<file path="config.mk">
export PLATFORM = sky130hd
export DESIGN_NAME = winwdt_top
export DESIGN_NICKNAME = d
export VERILOG_FILES = /design/src/rtl/winwdt_pkg.sv /design/src/rtl/winwdt_prescale.sv /design/src/rtl/winwdt_regs.sv /design/src/rtl/winwdt_core.sv /design/src/rtl/winwdt_top.sv
export SDC_FILE = /design/constraint.sdc
export NUM_CORES = 1
export LEC_CHECK = 0
export BUFFER_PORTS_ARGS = -buffer_cell sky130_fd_sc_hd__buf_2
export CAP_MARGIN = 5
export CORE_MARGIN = 4
export CORE_UTILIZATION = 40
export CTS_CLUSTER_SIZE = 30
export DETAILED_ROUTE_END_ITERATION = 12
export PLACE_DENSITY = 0.65
export SLEW_MARGIN = 20
export SYNTH_ARGS = -nofsm -noshare
export SYNTH_HDL_FRONTEND = slang
export SYNTH_SLANG_ARGS = --single-unit
</file>
<file path="constraint.sdc">
create_clock -name clk -period 6.2 [get_ports clk]
set_input_delay 0.62 -clock clk [delete_from_list [all_inputs] [get_ports clk]]
set_output_delay 0.62 -clock clk [all_outputs]
set_load 0.01 [all_outputs]
</file>
<file path="src/rtl/winwdt_pkg.sv">
package winwdt_pkg;
  localparam int MODE_W    = 30;
  localparam int WDV_LSB   = 0;
  localparam int WDD_LSB   = 16;
  localparam int B_IRQ_EN  = 12;
  localparam int B_RST_EN  = 13;
  localparam int B_PROC    = 14;
  localparam int B_DIS     = 15;
  localparam int B_DBG_EN  = 28;
  localparam int B_IDLE_EN = 29;
  localparam logic [MODE_W-1:0] MODE_RST = 30'h3FFF2FFF;
  localparam logic [7:0] RESTART_KEY = 8'hA5;
  localparam int B_RESTART = 0;

  typedef enum logic [1:0] {
    A_CTRL = 2'd0,
    A_MODE = 2'd1,
    A_STAT = 2'd2
  } wdt_addr_e;
endpackage

</file>
<file path="src/rtl/winwdt_prescale.sv">
module winwdt_prescale #(
  parameter int PRESCALE = 128
) (
  input  logic clk,
  input  logic rst,
  input  logic slow_tick,
  input  logic run,
  input  logic clear,
  output logic step
);
  localparam int PW = (PRESCALE > 1) ? $clog2(PRESCALE) : 1;
  localparam logic [PW-1:0] LAST = PW'(PRESCALE - 1);

  logic [PW-1:0] pre;

  assign step = run && slow_tick && (pre == LAST);

  always_ff @(posedge clk) begin
    if (rst) begin
      pre <= '0;
    end else if (clear) begin
      pre <= '0;
    end else if (run && slow_tick) begin
      pre <= (pre == LAST) ? '0 : pre + 1'b1;
    end
  end
endmodule

</file>
<file path="src/rtl/winwdt_regs.sv">
module winwdt_regs
  import winwdt_pkg::*;
#(
  parameter int CW = 12
) (
  input  logic              clk,
  input  logic              rst,
  input  logic              wr_en,
  input  logic              rd_en,
  input  logic [1:0]        addr,
  input  logic [31:0]       wdata,
  input  logic [CW-1:0]     cnt,
  input  logic              uf_evt,
  input  logic              fault_evt,
  output logic [MODE_W-1:0] mode,
  output logic              locked,
  output logic              mode_wr,
  output logic              restart_req,
  output logic              sts_uf,
  output logic              sts_err,
  output logic [31:0]       rdata,
  output logic              irq
);
  logic        clr;
  logic        uf_n;
  logic        err_n;
  logic [31:0] rd_mux;
  logic [31:0] stat_word;

  assign mode_wr     = wr_en && (addr == A_MODE) && !locked;
  assign restart_req = wr_en && (addr == A_CTRL) &&
                       (wdata[31:24] == RESTART_KEY) && wdata[B_RESTART];
  assign clr   = rd_en && (addr == A_STAT);
  assign uf_n  = uf_evt    || (sts_uf  && !clr);
  assign err_n = fault_evt || (sts_err && !clr);

  always_comb begin
    stat_word = '0;
    stat_word[16 +: CW] = cnt;
    stat_word[1] = sts_err;
    stat_word[0] = sts_uf;
  end

  always_comb begin
    case (addr)
      A_MODE:  rd_mux = {{(32-MODE_W){1'b0}}, mode};
      A_STAT:  rd_mux = stat_word;
      default: rd_mux = '0;
    endcase
  end

  always_ff @(posedge clk) begin
    if (rst) begin
      mode    <= MODE_RST;
      locked  <= 1'b0;
      sts_uf  <= 1'b0;
      sts_err <= 1'b0;
      irq     <= 1'b0;
      rdata   <= '0;
    end else begin
      if (mode_wr) begin
        mode   <= wdata[MODE_W-1:0];
        locked <= 1'b1;
      end
      sts_uf  <= uf_n;
      sts_err <= err_n;
      irq     <= mode[B_IRQ_EN] && (uf_n || err_n);
      rdata   <= rd_en ? rd_mux : '0;
    end
  end
endmodule

</file>
<file path="src/rtl/winwdt_core.sv">
module winwdt_core
  import winwdt_pkg::*;
#(
  parameter int CW       = 12,
  parameter int RST_HOLD = 8
) (
  input  logic          clk,
  input  logic          rst,
  input  logic          slow_tick,
  input  logic          step,
  input  logic [CW-1:0] wdv,
  input  logic [CW-1:0] wdd,
  input  logic          dis,
  input  logic          rst_en,
  input  logic          proc_only,
  input  logic          dbg_en,
  input  logic          idle_en,
  input  logic          mode_wr,
  input  logic [CW-1:0] new_wdv,
  input  logic          restart_req,
  input  logic          dbg_halt,
  input  logic          idle_halt,
  output logic [CW-1:0] cnt,
  output logic          halted,
  output logic          run,
  output logic          restart_ok,
  output logic          uf_evt,
  output logic          fault_evt,
  output logic          proc_rst,
  output logic          periph_rst
);
  localparam int HW = $clog2(RST_HOLD + 1);
  localparam logic [CW-1:0] CNT_RST = MODE_RST[WDV_LSB +: CW];

  logic [HW-1:0] hold, hold_n;
  logic          full, full_n;

  assign halted     = (dbg_halt && dbg_en) || (idle_halt && idle_en);
  assign run        = !dis && !halted;
  assign restart_ok = restart_req && !dis;
  assign fault_evt  = restart_ok && (cnt > wdd);
  assign uf_evt     = step && (cnt == '0) && !restart_ok && !mode_wr;

  always_comb begin
    hold_n = hold;
    full_n = full;
    if ((uf_evt || fault_evt) && rst_en) begin
      hold_n = HW'(RST_HOLD);
      full_n = !proc_only;
    end else if ((hold != '0) && slow_tick) begin
      hold_n = hold - 1'b1;
    end
  end

  always_ff @(posedge clk) begin
    if (rst) begin
      cnt        <= CNT_RST;
      hold       <= '0;
      full       <= 1'b0;
      proc_rst   <= 1'b0;
      periph_rst <= 1'b0;
    end else begin
      if (mode_wr)         cnt <= new_wdv;
      else if (restart_ok) cnt <= wdv;
      else if (step)       cnt <= (cnt == '0) ? wdv : cnt - 1'b1;
      hold       <= hold_n;
      full       <= full_n;
      proc_rst   <= (hold_n != '0);
      periph_rst <= (hold_n != '0) && full_n;
    end
  end
endmodule

</file>
<file path="src/rtl/winwdt_top.sv">
module winwdt_top
  import winwdt_pkg::*;
#(
  parameter int CW       = 12,
  parameter int PRESCALE = 128,
  parameter int RST_HOLD = 8
) (
  input  logic        clk,
  input  logic        rst,
  input  logic        slow_tick,
  input  logic        wr_en,
  input  logic        rd_en,
  input  logic [1:0]  addr,
  input  logic [31:0] wdata,
  output logic [31:0] rdata,
  input  logic        dbg_halt,
  input  logic        idle_halt,
  output logic        irq,
  output logic        proc_rst,
  output logic        periph_rst
);
  logic [MODE_W-1:0] mode;
  logic              locked, mode_wr, restart_req, restart_ok;
  logic              sts_uf, sts_err, uf_evt, fault_evt;
  logic              run, halted, step;
  logic [CW-1:0]     cnt;

  winwdt_regs #(.CW(CW)) u_regs (
    .clk(clk), .rst(rst), .wr_en(wr_en), .rd_en(rd_en), .addr(addr),
    .wdata(wdata), .cnt(cnt), .uf_evt(uf_evt), .fault_evt(fault_evt),
    .mode(mode), .locked(locked), .mode_wr(mode_wr),
    .restart_req(restart_req), .sts_uf(sts_uf), .sts_err(sts_err),
    .rdata(rdata), .irq(irq)
  );

  winwdt_prescale #(.PRESCALE(PRESCALE)) u_pre (
    .clk(clk), .rst(rst), .slow_tick(slow_tick), .run(run),
    .clear(restart_ok || mode_wr), .step(step)
  );

  winwdt_core #(.CW(CW), .RST_HOLD(RST_HOLD)) u_core (
    .clk(clk), .rst(rst), .slow_tick(slow_tick), .step(step),
    .wdv(mode[WDV_LSB +: CW]), .wdd(mode[WDD_LSB +: CW]),
    .dis(mode[B_DIS]), .rst_en(mode[B_RST_EN]), .proc_only(mode[B_PROC]),
    .dbg_en(mode[B_DBG_EN]), .idle_en(mode[B_IDLE_EN]),
    .mode_wr(mode_wr), .new_wdv(wdata[WDV_LSB +: CW]),
    .restart_req(restart_req), .dbg_halt(dbg_halt), .idle_halt(idle_halt),
    .cnt(cnt), .halted(halted), .run(run), .restart_ok(restart_ok),
    .uf_evt(uf_evt), .fault_evt(fault_evt),
    .proc_rst(proc_rst), .periph_rst(periph_rst)
  );
endmodule

</file>
==> flow_metrics.env, run 1 <==
export IMPL_drc=0
export IMPL_num_fill_cells=988
export IMPL_setup_tns_ns=0
export IMPL_peakVddDrop_mv=0.1623
export IMPL_cap_violations=0
export IMPL_io_buffers=73
export IMPL_cpPeakStageDelay_ns=0.57
export IMPL_multiInputGateArea_sq_mm=0.002017
export IMPL_grt_pass1_wl_um=15700
export IMPL_vias=3438
export IMPL_grt_total_usage_pct=17.21
export IMPL_firstDrtPassIters=4
export IMPL_clkTransAtPathRegs_ns=0.09
export IMPL_setup_viol=0
export IMPL_grt_max_degree=47
export IMPL_regArea_sq_mm=0.001802
export IMPL_netlist_area_sq_mm=0.003984
export IMPL_crit_chain="inv_1 > ha_1 > or4b_4 > or4b_4 > nor4b_2 > a211oi_1 > or4_4 > nand2_1"
export IMPL_status="complete, no violations"
export IMPL_synth_edff_count=0
export IMPL_ys_seq_elements=90
export IMPL_initial_core_util_pct=40.95
export IMPL_postRouteAntennaNets=0
export IMPL_drive_above_1_share_pct=18.36
export IMPL_fp_dieH_um=107.8
export IMPL_h_tree_depth=3
export IMPL_fmax_ghz=0.3479
export IMPL_core_area_sq_mm=0.009729
export IMPL_synthFlopType="dfxtp_1"
export IMPL_hold_violations=0
export IMPL_pin_count=76
export IMPL_layout_min_cycle_time_ns=2.875
export IMPL_power_total_w=0.001227
export IMPL_worst_setup_path_start_kind="register"
export IMPL_cts_hold_fix_buffers=0
export IMPL_power_density_mw_per_mm2=264.4
export IMPL_grt_pass1_vias=3260
export IMPL_via_per_inst=5.241
export IMPL_post_drt_wl_per_cell_um=15.11
export IMPL_antenna_found_initial=0
export IMPL_post_route_period_util_pct=46.36
export IMPL_required_ns=6.51
export IMPL_crit_fanout=6
export IMPL_syn_to_final_growth_pct=16.49
export IMPL_async_flop_share_pct=0
export IMPL_netlist_instances=457
export IMPL_diodes=0
export IMPL_die_w_um=107.8
export IMPL_worstSkewPairLatency_ns=0.36
export IMPL_layout_commonest_cell="dfxtp_1"
export IMPL_cts_buffer_depth=2
export IMPL_wirelength_um=9913
export IMPL_ys_warn_count=0
export IMPL_dieArea_sq_mm=0.01162
export IMPL_grt_overflow=0
export IMPL_path_common_cell="or4b_4"
export IMPL_crit_type="register to register"
export IMPL_rsz0062_at_grt="no"
export IMPL_cts_root_buf="clkbuf_8"
export IMPL_worstHoldPathType="input port to register"
export IMPL_synth_area_per_cell_sq_um=8.717
export IMPL_cts_made_buffers=9
export IMPL_crit_path_end_kind="register"
export IMPL_rows=36
export IMPL_cts_resized=0
export IMPL_relSlewSlack_pct=42.29
export IMPL_place_gp_congestion=0.8133
export IMPL_fin_nets=578
export IMPL_slowest_stage="or4b_4"
export IMPL_arrival_ns=3.18
export IMPL_slew_violations=0
export IMPL_tritoncts="done"
export IMPL_skew_ns=0.008769
export IMPL_cts_sinks=90
export IMPL_worstMarginPinSlew_ns=0.8657
export IMPL_netlist_cell_type_count=48
export IMPL_final_cell_mix="dfxtp_1 (90), buf_2 (73), nor2_1 (58), nand2_1 (53), a21oi_1 (25)"
export IMPL_leakagePower_nw=2.063
export IMPL_drtIter0Drc=170
export IMPL_synth_seq_area_share_pct=45.23
export IMPL_cts_setup_buffers=0
export IMPL_dp_hpwl_um=7266
-- cells in the mapped netlist, types with 7 or more instances --
cell type	count	area [sq um]
a211o_1	16	140.1
a21oi_1	25	125.1
a22oi_1	14	105.1
a31oi_1	7	43.79
and2_1	21	131.4
clkbuf_1	18	67.56
dfxtp_1	90	1802
ha_1	18	225.2
inv_1	19	71.32
nand2_1	53	198.9
nand3_1	14	70.07
nor2_1	59	221.5
nor3_1	12	60.06
xor2_1	8	70.07
-- power by group --
part	internal [W]	switching, W	total [W]
registers	0.000607	0.0000218	0.000629
logic	0.0000793	0.000104	0.000184
clock network	0.000217	0.000198	0.000415
total	0.000903	0.000324	0.00123
-- metal layers --
layer  routed length (um)  vias to the layer above  global-route usage [%]  part of all wire (%)
met3                  499                       13                   5.039                   5.0
met4                  119                        0                   4.869                   1.2
met1                 4566                     1614                   21.39                    46
li1                     -                     1721                       -                     -
met5                    0                        -                       0                     0
met2                 4727                       90                   28.91                    48
-- stage by stage --
stage	instances	hold slack (ns)	utilization [%]	setup WS [ns]	area, sq um
finish	656	0.4553	47.70	3.325	4641
global placement	641	0.4588	45.60	3.178	4437
CTS	656	0.4525	47.70	3.321	4641
detailed placement	641	0.4614	45.60	3.197	4437
global route	656	0.4421	47.70	3.232	4641
floorplan	458	0.4356	-	3.639	3988
-- area by class of cell --
| class | count | area share, % |
|---|---|---|
| Inverter | 19 | 1.537 |
| Clock inverter | 2 | 0.7549 |
| Timing Repair Buffer | 75 | 8.196 |
| Sequential cell | 90 | 38.82 |
| Tap cell | 133 | 3.586 |
| Multi-Input combinational cell | 324 | 43.46 |
| Clock buffer | 13 | 3.640 |
-- logic make-up after synthesis --
| group | synth area share, % |
|---|---|
| flip-flops | 45.23 |
| adder cells (fa/ha/maj) | 5.653 |
| AO/OA/AOI/OAI | 16.52 |
| other | 0.09413 |
| AND/OR/NAND/NOR | 25.00 |
| buffers and inverters | 4.428 |
| XOR/XNOR | 3.078 |
-- state kept, by name, indices dropped and copies added, names as in the netlist, 4 cells and up --
signal and flops:
u_regs.mode 30, u_regs.rdata 30, u_core.cnt 12, u_pre.pre 7
u_core.hold 4
-- worst max-delay path, delay by kind of cell, from the launching register on --
kind | cells | cell delay (ns)
and+or+nand+nor | 5 | 2.02
DFF | 1 | 0.36
adders and majority gates | 1 | 0.19
AOI/OAI and AO/OA | 1 | 0.16
buffers and inverters | 1 | 0.09
-- worst paths after layout --
kind                    from                 to  cells past startpoint  slack [ns]
max            u_core.cnt[0]  u_core.periph_rst                      8        3.33
min                wdata[22]    u_regs.mode[22]                      2        0.46
max reg2reg    u_core.cnt[0]  u_core.periph_rst                      8        3.33
min reg2reg  u_regs.mode[14]    u_regs.mode[14]                      2        0.48
Power figures use the tool's default switching activity.
==> run 2: changes to the inputs <==
PLACE_DENSITY = 0.67   (was 0.65)
clock period = 2.6 ns   (was 6.2 ns; I/O delays follow)
==> run 2 against run 1 <==
Net effect: design area is 5.0% higher; critical path type unchanged; largest cell class unchanged; worst setup slack worse by 3.2 ns; global-route usage rose by 1.6 points; largest power group unchanged; clock power rose to 2.7 times the previous value; die area stayed put; critical endpoint is now u_core.full.
==> flow_metrics.env, run 2 (synthesis results as in run 1) <==
export IMPL_fp_dieH_um=107.8
export IMPL_wirelength_um=10590
export IMPL_path_common_cell="or4b_4"
export IMPL_final_cell_mix="dfxtp_1 (89), buf_2 (73), nor2_1 (58), nand2_1 (52), a21oi_1 (25)"
export IMPL_hold_violations=0
export IMPL_via_per_inst=5.259
export IMPL_skew_ns=0.008109
export IMPL_firstDrtPassIters=5
export IMPL_post_drt_wl_per_cell_um=15.58
export IMPL_drc=0
export IMPL_dieArea_sq_mm=0.01162
export IMPL_fin_nets=600
export IMPL_grt_max_degree=30
export IMPL_cpPeakStageDelay_ns=0.54
export IMPL_regArea_sq_mm=0.001803
export IMPL_syn_to_final_growth_pct=22.33
export IMPL_worst_setup_path_start_kind="register"
export IMPL_crit_path_end_kind="register"
export IMPL_arrival_ns=2.83
export IMPL_peakVddDrop_mv=0.3060
export IMPL_worstMarginPinSlew_ns=0.6676
export IMPL_dp_hpwl_um=7837
export IMPL_cts_made_buffers=9
export IMPL_postRouteAntennaNets=0
export IMPL_status="complete, no violations"
export IMPL_worstSkewPairLatency_ns=0.36
export IMPL_leakagePower_nw=2.175
export IMPL_rsz0062_at_grt="no"
export IMPL_drtIter0Drc=210
export IMPL_cap_violations=0
export IMPL_globalRoute_busiestLayer="met2"
export IMPL_r2r_start="u_core.cnt[0]"
export IMPL_met2_usage_pct=32.82
export IMPL_utilization_pct=50.09
export IMPL_crit_chain="inv_2 > ha_4 > or4b_4 > or4b_4 > nor4b_4 > a211oi_2 > or4_4 > nand2_1"
export IMPL_setup_viol=0
export IMPL_grt_total_usage_pct=18.79
export IMPL_grt_use_met1_pct=23.07
export IMPL_fmax_ghz=0.3975
export IMPL_post_route_period_util_pct=96.77
export IMPL_required_ns=2.91
export IMPL_vias=3576
export IMPL_multiInputGateArea_sq_mm=0.002052
export IMPL_worstHoldPathType="input port to register"
export IMPL_grt_pass1_vias=3495
export IMPL_setup_tns_ns=0
export IMPL_antenna_found_initial=0
export IMPL_io_buffers=73
export IMPL_slew_violations=0
export IMPL_layout_min_cycle_time_ns=2.516
export IMPL_met3_usage_pct=3.539
export IMPL_initial_core_util_pct=40.95
export IMPL_slowest_stage="or4b_4"
export IMPL_startpoint="u_core.cnt[0]"
export IMPL_die_w_um=107.8
export IMPL_cts_root_buf="clkbuf_8"
export IMPL_hold_path_startpoint="wdata[13]"
export IMPL_clkTransAtPathRegs_ns=0.09
export IMPL_cts_sinks=90
export IMPL_layout_commonest_cell="dfxtp_1"
export IMPL_power_density_mw_per_mm2=631.6
export IMPL_cts_hold_fix_buffers=0
export IMPL_grt_overflow=0
export IMPL_rows=36
export IMPL_relSlewSlack_pct=55.49
export IMPL_cts_buffer_depth=2
export IMPL_crit_fanout=3
export IMPL_tritoncts="done"
export IMPL_pin_count=76
export IMPL_top_regs="u_regs.mode (30), u_regs.rdata (30), u_core.cnt (12)"
export IMPL_drive_above_1_share_pct=23.08
export IMPL_core_area_sq_mm=0.009729
export IMPL_place_gp_congestion=0.8716
export IMPL_power_total_w=0.003078
export IMPL_num_fill_cells=969
export IMPL_grt_pass1_wl_um=17080
export IMPL_crit_type="register to register"
export IMPL_h_tree_depth=3
## run 2: final timing paths
path | to | slack (ns) | cells after the start
setup / recovery | u_core.full | 0.08 | 8
hold / removal | u_regs.mode[13] | 0.1 | 2
setup reg to reg | u_core.full | 0.08 | 8
hold reg to reg | u_regs.irq | 0.47 | 2
## run 2: where the power goes
part           switching [W]  internal, W
registers          0.0000478      0.00145
clock network       0.000493     0.000634
logic               0.000260     0.000196
total               0.000801      0.00228
## run 2: per-layer routing
layer	vias to the layer above	share of wire (%)
li1	1771	-
met4	0	1.3
met3	13	4.9
met1	1688	46
met5	-	0
met2	104	48
## run 2: critical path, delay by kind of cell (launching register included)
| kind | cells | cell delay [ns] |
|---|---|---|
| compound gates | 1 | 0.08 |
| fa+ha+maj | 1 | 0.14 |
| flops | 1 | 0.33 |
| simple gates | 5 | 1.85 |
| buf+inv | 1 | 0.08 |
## run 2: layout make-up
class                           instances  area share [%]
Tap cell                              133           3.415
Inverter                               19           1.463
Clock inverter                          6           2.157
Timing Repair Buffer                   97           11.19
Sequential cell                        90           37.00
Clock buffer                           10           2.619
Multi-Input combinational cell        324           42.11
Antenna cell                            1         0.05135
## run 2: metrics by stage
stage	instances	worst slack, ns	instance area, sq um	hold WS (ns)
finish	680	0.08402	4873	0.09625
CTS	678	0.02129	4836	0.08293
global route	679	0.01364	4871	0.08904
detailed placement	662	-0.03122	4594	0.4570
global placement	662	0.05942	4594	0.4545
floorplan	458	0.03874	3988	0.3769
## run 2: timing repair
| action | CTS | global route |
|---|---|---|
| setup endpoints to repair | 2 | 17 |
| setup buffers | 0 | 1 |
| pin swaps | 1 | 3 |
| gates resized for setup | 1 | 8 |
